[src/rtl/acc_alu_pkg.sv]
package acc_alu_pkg;

    typedef enum logic [3:0] {
        OP_LOAD = 4'd0,
        OP_ADD  = 4'd1,
        OP_SUB  = 4'd2,
        OP_AND  = 4'd3,
        OP_OR   = 4'd4,
        OP_SHL  = 4'd5,
        OP_SHR  = 4'd6,
        OP_INC  = 4'd7,
        OP_LDFL = 4'd8
    } alu_op_e;

    // flag register, bit 7 first
    typedef struct packed {
        logic s;
        logic x;
        logic h;
        logic i;
        logic n;
        logic z;
        logic v;
        logic c;
    } ccr_t;

    // flag outcome of one ALU operation plus which flags it may write
    typedef struct packed {
        logic n;
        logic z;
        logic v;
        logic c;
        logic h;
        logic wr_c;
        logic wr_v;
        logic wr_h;
    } alu_flags_t;

    localparam ccr_t CCR_RESET = '{s: 1'b1, x: 1'b1, h: 1'b0, i: 1'b1,
                                   n: 1'b0, z: 1'b0, v: 1'b0, c: 1'b0};

    function automatic logic op_is_defined(input logic [3:0] code);
        return code <= 4'd8;
    endfunction

endpackage

[src/rtl/acc_alu_opsel.sv]
module acc_alu_opsel
    import acc_alu_pkg::*;
#(
    parameter int BYTE_W = 8,
    localparam int WORD_W = 2 * BYTE_W
) (
    input  logic [BYTE_W-1:0] acc_a_i,
    input  logic [BYTE_W-1:0] acc_b_i,
    input  logic              wide_i,
    input  logic              dst_b_i,
    input  logic [WORD_W-1:0] opnd_i,
    output logic [WORD_W-1:0] lhs_o,
    output logic [WORD_W-1:0] rhs_o
);

    always_comb begin
        if (wide_i) begin
            lhs_o = {acc_a_i, acc_b_i};
            rhs_o = opnd_i;
        end else begin
            lhs_o = {{BYTE_W{1'b0}}, (dst_b_i ? acc_b_i : acc_a_i)};
            rhs_o = {{BYTE_W{1'b0}}, opnd_i[BYTE_W-1:0]};
        end
    end

endmodule

[src/rtl/acc_alu_arith.sv]
module acc_alu_arith
    import acc_alu_pkg::*;
#(
    parameter int BYTE_W = 8,
    localparam int WORD_W = 2 * BYTE_W,
    localparam int N_WIDTHS = 2
) (
    input  alu_op_e           op_i,
    input  logic              wide_i,
    input  logic [WORD_W-1:0] lhs_i,
    input  logic [WORD_W-1:0] rhs_i,
    output logic [WORD_W-1:0] res_o,
    output alu_flags_t        flags_o
);

    logic [WORD_W-1:0] res_v  [N_WIDTHS];
    alu_flags_t        flag_v [N_WIDTHS];

    for (genvar g = 0; g < N_WIDTHS; g++) begin : g_width
        localparam int GW = BYTE_W * (g + 1);

        logic [GW-1:0] x_w;
        logic [GW-1:0] y_w;
        logic [GW-1:0] r_w;
        logic [GW:0]   sum_w;
        logic [GW:0]   dif_w;
        logic [GW-1:0] low_sum_w;
        logic [GW-1:0] low_dif_w;
        logic [4:0]    nib_w;
        logic          c_w, v_w, h_w, wc_w, wv_w, wh_w;

        assign x_w       = lhs_i[GW-1:0];
        assign y_w       = rhs_i[GW-1:0];
        assign sum_w     = {1'b0, x_w} + {1'b0, y_w};
        assign dif_w     = {1'b0, x_w} - {1'b0, y_w};
        // carry / borrow into the top bit
        assign low_sum_w = {1'b0, x_w[GW-2:0]} + {1'b0, y_w[GW-2:0]};
        assign low_dif_w = {1'b0, x_w[GW-2:0]} - {1'b0, y_w[GW-2:0]};
        assign nib_w     = {1'b0, x_w[3:0]} + {1'b0, y_w[3:0]};

        always_comb begin
            r_w  = '0;
            c_w  = 1'b0;
            v_w  = 1'b0;
            h_w  = 1'b0;
            wc_w = 1'b0;
            wv_w = 1'b0;
            wh_w = 1'b0;
            case (op_i)
                OP_LOAD: begin
                    r_w  = y_w;
                    wv_w = 1'b1;
                end
                OP_ADD: begin
                    r_w  = sum_w[GW-1:0];
                    c_w  = sum_w[GW];
                    v_w  = sum_w[GW] ^ low_sum_w[GW-1];
                    h_w  = nib_w[4];
                    wc_w = 1'b1;
                    wv_w = 1'b1;
                    wh_w = (g == 0);
                end
                OP_SUB: begin
                    r_w  = dif_w[GW-1:0];
                    c_w  = dif_w[GW];
                    v_w  = dif_w[GW] ^ low_dif_w[GW-1];
                    wc_w = 1'b1;
                    wv_w = 1'b1;
                end
                OP_AND: begin
                    r_w  = x_w & y_w;
                    wv_w = 1'b1;
                end
                OP_OR: begin
                    r_w  = x_w | y_w;
                    wv_w = 1'b1;
                end
                OP_SHL: begin
                    r_w  = {x_w[GW-2:0], 1'b0};
                    c_w  = x_w[GW-1];
                    v_w  = x_w[GW-1] ^ x_w[GW-2];
                    wc_w = 1'b1;
                    wv_w = 1'b1;
                end
                OP_SHR: begin
                    r_w  = {1'b0, x_w[GW-1:1]};
                    c_w  = x_w[0];
                    v_w  = x_w[0];
                    wc_w = 1'b1;
                    wv_w = 1'b1;
                end
                OP_INC: begin
                    r_w  = x_w + 1'b1;
                    v_w  = (x_w == {1'b0, {(GW-1){1'b1}}});
                    wv_w = 1'b1;
                end
                default: ;
            endcase
        end

        assign res_v[g]  = WORD_W'(r_w);
        assign flag_v[g] = '{n: r_w[GW-1], z: (r_w == '0), v: v_w, c: c_w,
                             h: h_w, wr_c: wc_w, wr_v: wv_w, wr_h: wh_w};
    end

    assign res_o   = wide_i ? res_v[1]  : res_v[0];
    assign flags_o = wide_i ? flag_v[1] : flag_v[0];

endmodule

[src/rtl/acc_alu_ccr.sv]
module acc_alu_ccr
    import acc_alu_pkg::*;
#(
    parameter int BYTE_W = 8
) (
    input  ccr_t              ccr_i,
    input  alu_op_e           op_i,
    input  logic              op_ok_i,
    input  alu_flags_t        flags_i,
    input  logic [BYTE_W-1:0] opnd_lo_i,
    output ccr_t              ccr_o
);

    always_comb begin
        ccr_o = ccr_i;
        if (op_i == OP_LDFL) begin
            ccr_o = ccr_t'(opnd_lo_i[7:0]);
        end else if (op_ok_i) begin
            ccr_o.n = flags_i.n;
            ccr_o.z = flags_i.z;
            if (flags_i.wr_c) ccr_o.c = flags_i.c;
            if (flags_i.wr_v) ccr_o.v = flags_i.v;
            if (flags_i.wr_h) ccr_o.h = flags_i.h;
        end
    end

endmodule

[src/rtl/acc_alu_top.sv]
module acc_alu_top
    import acc_alu_pkg::*;
#(
    parameter int BYTE_W = 8,
    localparam int WORD_W = 2 * BYTE_W
) (
    input  logic              clk,
    input  logic              rst,
    input  logic [3:0]        op_i,
    input  logic              wide_i,
    input  logic              dst_b_i,
    input  logic [WORD_W-1:0] opnd_i,
    input  logic              wr_en_i,
    output logic [WORD_W-1:0] result_o,
    output logic [BYTE_W-1:0] acc_a_o,
    output logic [BYTE_W-1:0] acc_b_o,
    output logic [7:0]        ccr_o
);

    logic [BYTE_W-1:0] acc_a_q, acc_b_q;
    ccr_t              ccr_q, ccr_nx;
    alu_op_e           op;
    logic              op_ok;
    logic [WORD_W-1:0] lhs, rhs, alu_res;
    alu_flags_t        alu_fl;

    assign op    = alu_op_e'(op_i);
    assign op_ok = op_is_defined(op_i);

    acc_alu_opsel #(.BYTE_W(BYTE_W)) u_opsel (
        .acc_a_i (acc_a_q),
        .acc_b_i (acc_b_q),
        .wide_i  (wide_i),
        .dst_b_i (dst_b_i),
        .opnd_i  (opnd_i),
        .lhs_o   (lhs),
        .rhs_o   (rhs)
    );

    acc_alu_arith #(.BYTE_W(BYTE_W)) u_arith (
        .op_i    (op),
        .wide_i  (wide_i),
        .lhs_i   (lhs),
        .rhs_i   (rhs),
        .res_o   (alu_res),
        .flags_o (alu_fl)
    );

    acc_alu_ccr #(.BYTE_W(BYTE_W)) u_ccr (
        .ccr_i     (ccr_q),
        .op_i      (op),
        .op_ok_i   (op_ok),
        .flags_i   (alu_fl),
        .opnd_lo_i (opnd_i[BYTE_W-1:0]),
        .ccr_o     (ccr_nx)
    );

    assign result_o = (op == OP_LDFL) ? {{BYTE_W{1'b0}}, opnd_i[BYTE_W-1:0]} : alu_res;

    always_ff @(posedge clk) begin
        if (rst) begin
            acc_a_q <= '0;
            acc_b_q <= '0;
            ccr_q   <= CCR_RESET;
        end else if (wr_en_i && op_ok) begin
            ccr_q <= ccr_nx;
            if (op != OP_LDFL) begin
                if (wide_i) begin
                    acc_a_q <= alu_res[WORD_W-1:BYTE_W];
                    acc_b_q <= alu_res[BYTE_W-1:0];
                end else if (dst_b_i) begin
                    acc_b_q <= alu_res[BYTE_W-1:0];
                end else begin
                    acc_a_q <= alu_res[BYTE_W-1:0];
                end
            end
        end
    end

    assign acc_a_o = acc_a_q;
    assign acc_b_o = acc_b_q;
    assign ccr_o   = ccr_q;


    idle_hold_chk: assert property (@(posedge clk) disable iff (rst)
        (!wr_en_i || !op_ok) |=> ($stable(acc_a_q) && $stable(acc_b_q) && $stable(ccr_q)));


    ctrl_bits_hold_chk: assert property (@(posedge clk) disable iff (rst)
        (op != OP_LDFL) |=> (ccr_q.s == $past(ccr_q.s) && ccr_q.x == $past(ccr_q.x)
                             && ccr_q.i == $past(ccr_q.i)));


    wide_h_hold_chk: assert property (@(posedge clk) disable iff (rst)
        (wide_i && op != OP_LDFL) |=> (ccr_q.h == $past(ccr_q.h)));


    logic_flags_chk: assert property (@(posedge clk) disable iff (rst)
        (wr_en_i && (op == OP_AND || op == OP_OR))
        |=> (!ccr_q.v && ccr_q.c == $past(ccr_q.c)));


    inc_carry_chk: assert property (@(posedge clk) disable iff (rst)
        (wr_en_i && op == OP_INC) |=> (ccr_q.c == $past(ccr_q.c)));


    byte_a_keeps_b_chk: assert property (@(posedge clk) disable iff (rst)
        (!wide_i && !dst_b_i) |=> (acc_b_q == $past(acc_b_q)));

endmodule

[config.mk]
export PLATFORM = sky130hd
export DESIGN_NAME = acc_alu_top
export DESIGN_NICKNAME = d
export VERILOG_FILES = /design/src/rtl/acc_alu_pkg.sv /design/src/rtl/acc_alu_opsel.sv /design/src/rtl/acc_alu_arith.sv /design/src/rtl/acc_alu_ccr.sv /design/src/rtl/acc_alu_top.sv
export SDC_FILE = /design/constraint.sdc
export NUM_CORES = 1
export LEC_CHECK = 0
export BUFFER_PORTS_ARGS = -buffer_cell sky130_fd_sc_hd__buf_2
export CAP_MARGIN = 5
export CORE_MARGIN = 5
export CORE_UTILIZATION = 40
export CTS_CLUSTER_SIZE = 12
export DETAILED_ROUTE_END_ITERATION = 7
export PLACE_DENSITY = 0.6
export SYNTH_ARGS = -nofsm -noshare
export SYNTH_HDL_FRONTEND = slang
export SYNTH_SLANG_ARGS = --single-unit
export TNS_END_PERCENT = 10
[constraint.sdc]
create_clock -name clk -period 4.15 [get_ports clk]
set_clock_uncertainty 0.1 [all_clocks]
set_input_delay 0.2075 -clock clk [delete_from_list [all_inputs] [get_ports clk]]
set_output_delay 0.2075 -clock clk [all_outputs]
set_load 0.05 [all_outputs]
# Yosys cells after proc, flatten, opt, wreduce, memory -nomap -nowiden
# Index checks and enable logic that the tools add are counted.
# W data, S select, Z words.
[classes]
addsub = 11
multipliers = 0
n_div = 0
n_lt_le_gt_ge = 1
n_eq_ne = 12
shifts = 0
muxes = 27
bitwise = 10
n_reduce_logical = 18
[op_table]
columns = ["operator", "n"]
rows = [
  ["$pmux W16 S8", 1],
  ["$mux W16", 4],
  ["$pmux W8 S8", 1],
  ["$mux W8", 6],
  ["$add A16 B16 Y17", 1],
  ["$sub A16 B16 Y17", 1],
  ["$add A15 B15 Y16", 1],
  ["$add A16 B1 Y16 const B", 1],
  ["$and A16 B16 Y16", 1],
  ["$eq A16 B15 Y1 const B", 1],
  ["$eq A4 B3 Y1 const B", 4],
  ["$logic_not A16 Y1", 1],
  ["$or A16 B16 Y16", 1],
  ["$sub A15 B15 Y16", 1],
  ["$reduce_and A3 Y1", 5],
  ["$pmux W1 S5", 2],
  ["$reduce_bool A2 Y1", 5],
  ["$add A8 B8 Y9", 1],
  ["$mux W1", 9],
  ["$sub A8 B8 Y9", 1],
  ["$add A7 B7 Y8", 1],
  ["$add A8 B1 Y8 const B", 1],
  ["$and A8 B8 Y8", 1],
  ["$eq A4 B2 Y1 const B", 2],
  ["other kinds (18)", 26],
]
[word_totals]
reg_bits = 24
latchBits = 0
ramBits = 0
romBits = 0
in_bits = 25
output_inout_bits = 40
elab_cells = 89
n_memories = 0

# Depth between registers and ports, before layout
[depth]
depth_word = 9
ltp_mapped = 16
mapped_depth_nobuf = 15

# Cells and area by module
# A second synthesis with hierarchy kept.
[unflattened]
cells_unflattened = 702
hier_area_um2 = 5058.6
[modules_own_cells]
columns = ["module", "n_inst", "cells_each", "area_each_um2", "seq_area_each_um2"]
rows = [
  ["acc_alu_arith", 1, 512, 3387.0, 0.0],
  ["acc_alu_top", 1, 133, 1224.9, 480.5],
  ["acc_alu_opsel", 1, 34, 272.8, 0.0],
  ["acc_alu_ccr", 1, 23, 173.9, 0.0],
]

# Worst setup path before layout
# OpenSTA, ideal clock, no wires.
[synth_path]
kind = "input-to-output"
startpoint = "input wide_i"
endpoint = "output result_o[13]"
arrival_time_ns = 3.957
required_time_ns = 3.843
slack_ns = -0.115
path_stages = 14
path_buffers = 3
path_cell_list = "buf_6 clkbuf_8 nor2_2 mux2i_1 ha_1 clkbuf_1 a21o_1 a21oi_1 and2_1 o31ai_1 a2111oi_2 a2111oi_2 or2_2 nor2_1"
[synth_between]
elab_chain_len = 5
elab_cells_between_ends = 10
cone_classes = "add/sub (3); mux (5); bitwise (2)"
[synth_lines]
columns = ["element", "line_no", "rtl"]
rows = [
  ["from (decl)", "acc_alu_top.sv:10", "input logic wide_i,"],
  ["$mux W16", "acc_alu_opsel.sv:17", "if (wide_i) begin"],
  ["$add A16 B1 Y16 (tied with other cells)", "acc_alu_arith.sv:93", "r_w = x_w + 1'b1;"],
  ["$pmux W16 S8", "acc_alu_arith.sv:49", "case (op_i)"],
  ["$mux W16 (*)", "acc_alu_arith.sv:106", "assign res_o = wide_i ? res_v[1] : res_v[0];"],
  ["$mux W16 (*)", "acc_alu_top.sv:58", "assign result_o = (op == OP_LDFL) ? {{BYTE_W{1'b0}}, opnd_i[BYTE_W-1:0]} : alu_res;"],
  ["to (decl)", "acc_alu_top.sv:14", "output logic [WORD_W-1:0] result_o,"],
]
# Mark *: on every way between the ends. The rest lies on a longest branch, timed or not.

# Worst setup path in the final report
[layout_path]
startpoint = "register acc_a_q[2] (netlist: acc_a_o[2])"
endpoint = "output result_o[15]"
[layout_between]
elab_chain_len = 6
elab_cells_between_ends = 8
cone_classes = "add/sub (3); mux (5)"
[layout_lines]
columns = ["element", "line_no", "rtl"]
rows = [
  ["from (decl)", "acc_alu_top.sv:20", "logic [BYTE_W-1:0] acc_a_q, acc_b_q;"],
  ["from (signal assigned)", "acc_alu_top.sv:69", "acc_a_q <= alu_res[WORD_W-1:BYTE_W];"],
  ["from (signal assigned)", "acc_alu_top.sv:74", "acc_a_q <= alu_res[BYTE_W-1:0];"],
  ["$mux W8", "acc_alu_opsel.sv:21", "lhs_o = {{BYTE_W{1'b0}}, (dst_b_i ? acc_b_i : acc_a_i)};"],
  ["$mux W16 (*)", "acc_alu_opsel.sv:17", ""],
  ["$add A16 B1 Y16 (tied with other cells)", "acc_alu_arith.sv:93", ""],
  ["$pmux W16 S8 (*)", "acc_alu_arith.sv:49", ""],
  ["$mux W16 (*)", "acc_alu_arith.sv:106", ""],
  ["$mux W16 (*)", "acc_alu_top.sv:58", ""],
]
# Marks and branches as above.

==> flow_summary.toml <==
[grt]
gr-total-overflow = 0
met3_usage = 0.02105
first_global_vias = 5530
grt_pass1_wl_mm = 30.78
use_met1 = 0.3573
grt.busiest_layer = "met2"
use_met2 = 0.4482
track_usage = 0.2657
grt_max_degree = 32
antenna_found_initial = 0

[logic_synthesis]
synthCells = 680
synthXorXnorAreaFrac = 0.03960
synth_top_family_by_area = "compound AO/OA/AOI/OAI gates"
synthArstFlopShare = 0
syn_nets = 760
synthSimpleGateAreaFrac = 0.2571
synthMuxAreaShare = 0.02751
yosysSeqAreaShare = 0.09874
yosys.area_share.adder = 0.1445
synthFlopType = "dfxtp_1"
synth_seq_cells = 24
synth_compound_area_frac = 0.3428
synth.cell_area_mm2 = 0.004866
synth_area_per_cell_um2 = 7.156
yosysWarnings = 0
synth_edf_count = 0
synth.distinct_cells = 87

[timing]
hold_viol = 0
post-route-min-period_ns = 3.988
fmax_mhz = 250.7
worst_slack_ns = 0.1618
max_slew_margin = 0.2848
tightest_slew_ns = 1.058
finalCritPeriodShare = 0.9610
fin_tns_setup_ns = 0
rsz0062_at_grt = "no"
setup_viol = 0
drv_slew = 0

[critical_path]
crit_path_max_incr_delay_ns = 0.46
path_class = "reg2out"
required_ns = 3.84
crit_arrival_ns = 3.68
worstPathCellList = "or3b_2, and2_2, ha_4, buf_4, nor4_1, buf_4, o211a_1, o211ai_1, a21oi_2, mux2i_1, nand4_1, and2_1, buf_2"
cp_slowest_cell = "or3b_2"
path_max_fanout = 6
cp_top_family = "simple AND/OR/NAND/NOR gates"
end_kind = "output port"
critPathBufInv = 3
crit_top_cell = "buf_4"
cp-start-kind = "register"

[run_status]
status = "finished clean"

[route]
drt_iter0_drc = 764
via_per_inst = 6.414
drc = 0
wire_per_inst_um = 22.36
drt_pass1_iterations = 6
routed_wl_mm = 20.30
ant_nets = 0
via_count = 5824

[place]
pre_cts_ws_ns = 0.1163
globalplace.congestion = 0.9791
dpl.hpwl_mm = 15.92
portBuffers = 64

[floorplanning]
io-pin-count = 65
die_width_um = 120.3
die_h_um = 120.3
coreArea_mm2 = 0.01196
floorplan.initialDensity = 0.4068
rows = 40
die_area_mm2 = 0.01447

[final_layout]
num_antenna_cells = 0
final_cell_mix = "nand2_1, nor2_1, buf_2, buf_4, ha_1"
final_util = 0.4800
fin_nets = 842
mostFrequentLayoutCell = "nand2_1"
syn2layout_area_growth_pct = 18.00
drive_gt1_frac = 0.2313

[power]
peakVddDrop_mv = 0.1617
leakage_uw = 0.002542
pwr-share-seq = 0.236
internal-power_uw = 589.2
power_density_mw_per_mm2 = 187.9
comb_power_share = 0.548
clock_power_share = 0.217
p_sw_uw = 489.5
p_sw_frac = 0.4538

[clocking]
ctsLongestPathBuffers = 2
cts.sinks = 24
clk_latency_ns = 0.26
htree_levels = 1
clock-root-buffer = "clkbuf_16"
cts_tree = "yes"
cts_hold_buf = 0
cts_setup_buffers = 0
clk_pin_slew_ns = 0.06
cts_buffers = 3

[min_path]
min_path_type = "in2reg"

[run]
maxCapViolCount = 0
[routing by layer]
metal / up-vias / part of all wire
met5: - / 0
met4: 0 / 0.040
met3: 56 / 0.072
met2: 298 / 0.46
met1: 2771 / 0.43
li1: 2699 / -
[path summary, 6_finish.rpt]
kind	startpoint	to	slack, ns	depth (start not counted)
setup / recovery	acc_a_o[2]	result_o[15]	0.16	13
hold / removal	wr_en_i	ccr_o[3]	0.18	3
setup reg to reg	acc_a_o[0]	ccr_o[2]	0.22	18
hold reg to reg	ccr_o[6]	ccr_o[6]	0.36	1
[cells by family (layout without fill, tap and decap cells)]
kind of cell	count (synthesis)	after routing
flip-flops	24	24
multiplexers	13	13
adder cells (fa/ha/maj)	55	55
buffers and inverters	90	171
XOR/XNOR	22	22
AND/OR/NAND/NOR	241	241
AO/OA/AOI/OAI	235	235
[registers in the layout, summed over array words and instances, names as in the netlist]
| register | flops |
|---|---|
| ccr_o | 8 |
| acc_a_o | 8 |
| acc_b_o | 8 |
[stage by stage]
step	hold WS, ns	cell area, um^2	cells	total power, uW
global placement	0.3406	5572	904	821.9
floorplan	0.2776	4868	680	637.5
global route	0.1968	5742	908	1130
finish	0.1843	5742	908	1079
detailed placement	0.3457	5572	904	828.0
CTS	0.1826	5664	908	1063
[Yosys cell counts (all sizes together) (5+ instances only)]
cell type / number / area share
nand2: 72 / 0.056
nor2: 67 / 0.052
a21oi: 53 / 0.055
ha: 53 / 0.14
inv: 45 / 0.035
o21ai: 40 / 0.041
clkbuf: 33 / 0.036
dfxtp: 24 / 0.099
xnor2: 19 / 0.034
a211oi: 15 / 0.023
nand4: 12 / 0.017
o211ai: 12 / 0.019
o221ai: 12 / 0.022
a22oi: 10 / 0.015
and2: 10 / 0.013
buf: 10 / 0.015
mux2i: 10 / 0.021
o22ai: 10 / 0.013
nor3: 9 / 0.010
a221oi: 8 / 0.014
and3: 8 / 0.011
nand3: 8 / 0.0082
nor2b: 8 / 0.010
o31ai: 8 / 0.013
a21o: 7 / 0.011
nor4: 7 / 0.0090
a31oi: 6 / 0.0077
a2111oi: 5 / 0.015
a211o: 5 / 0.0090
a2bb2oi: 5 / 0.0090
nand3b: 5 / 0.0077
o21a: 5 / 0.0077
o21bai: 5 / 0.0077
[power by group through the flow]
stage / registers, uW / logic, uW / clock network [uW]
4_1_cts: 254 / 573 / 237
2_1_floorplan: 291 / 347 / 0
6_report: 254 / 591 / 234
3_5_place_dp: 259 / 569 / 0
5_1_grt: 255 / 630 / 245
3_3_place_gp: 259 / 563 / 0
[tightest hold or removal path, cell delays in order]
cell      delay, ns
buf_2          0.14
nor2_1         0.09
a311oi_1       0.06
[area by class of cell]
cell class                      instances  area [um^2]
Clock buffer                            4        88.84
Fill cell                            1225         6220
Inverter                               45        168.9
Multi-Input combinational cell        566         4059
Sequential cell                        24        483.0
Tap cell                              147        183.9
Timing Repair Buffer                  122        758.2
[repair_timing]
action	CTS	global route
resized for setup	1	16
setup endpoints to repair	1	7
hold endpoints to repair	0	0
gates cloned	0	0
pin swaps	0	2
Power figures use the tool's default switching activity.
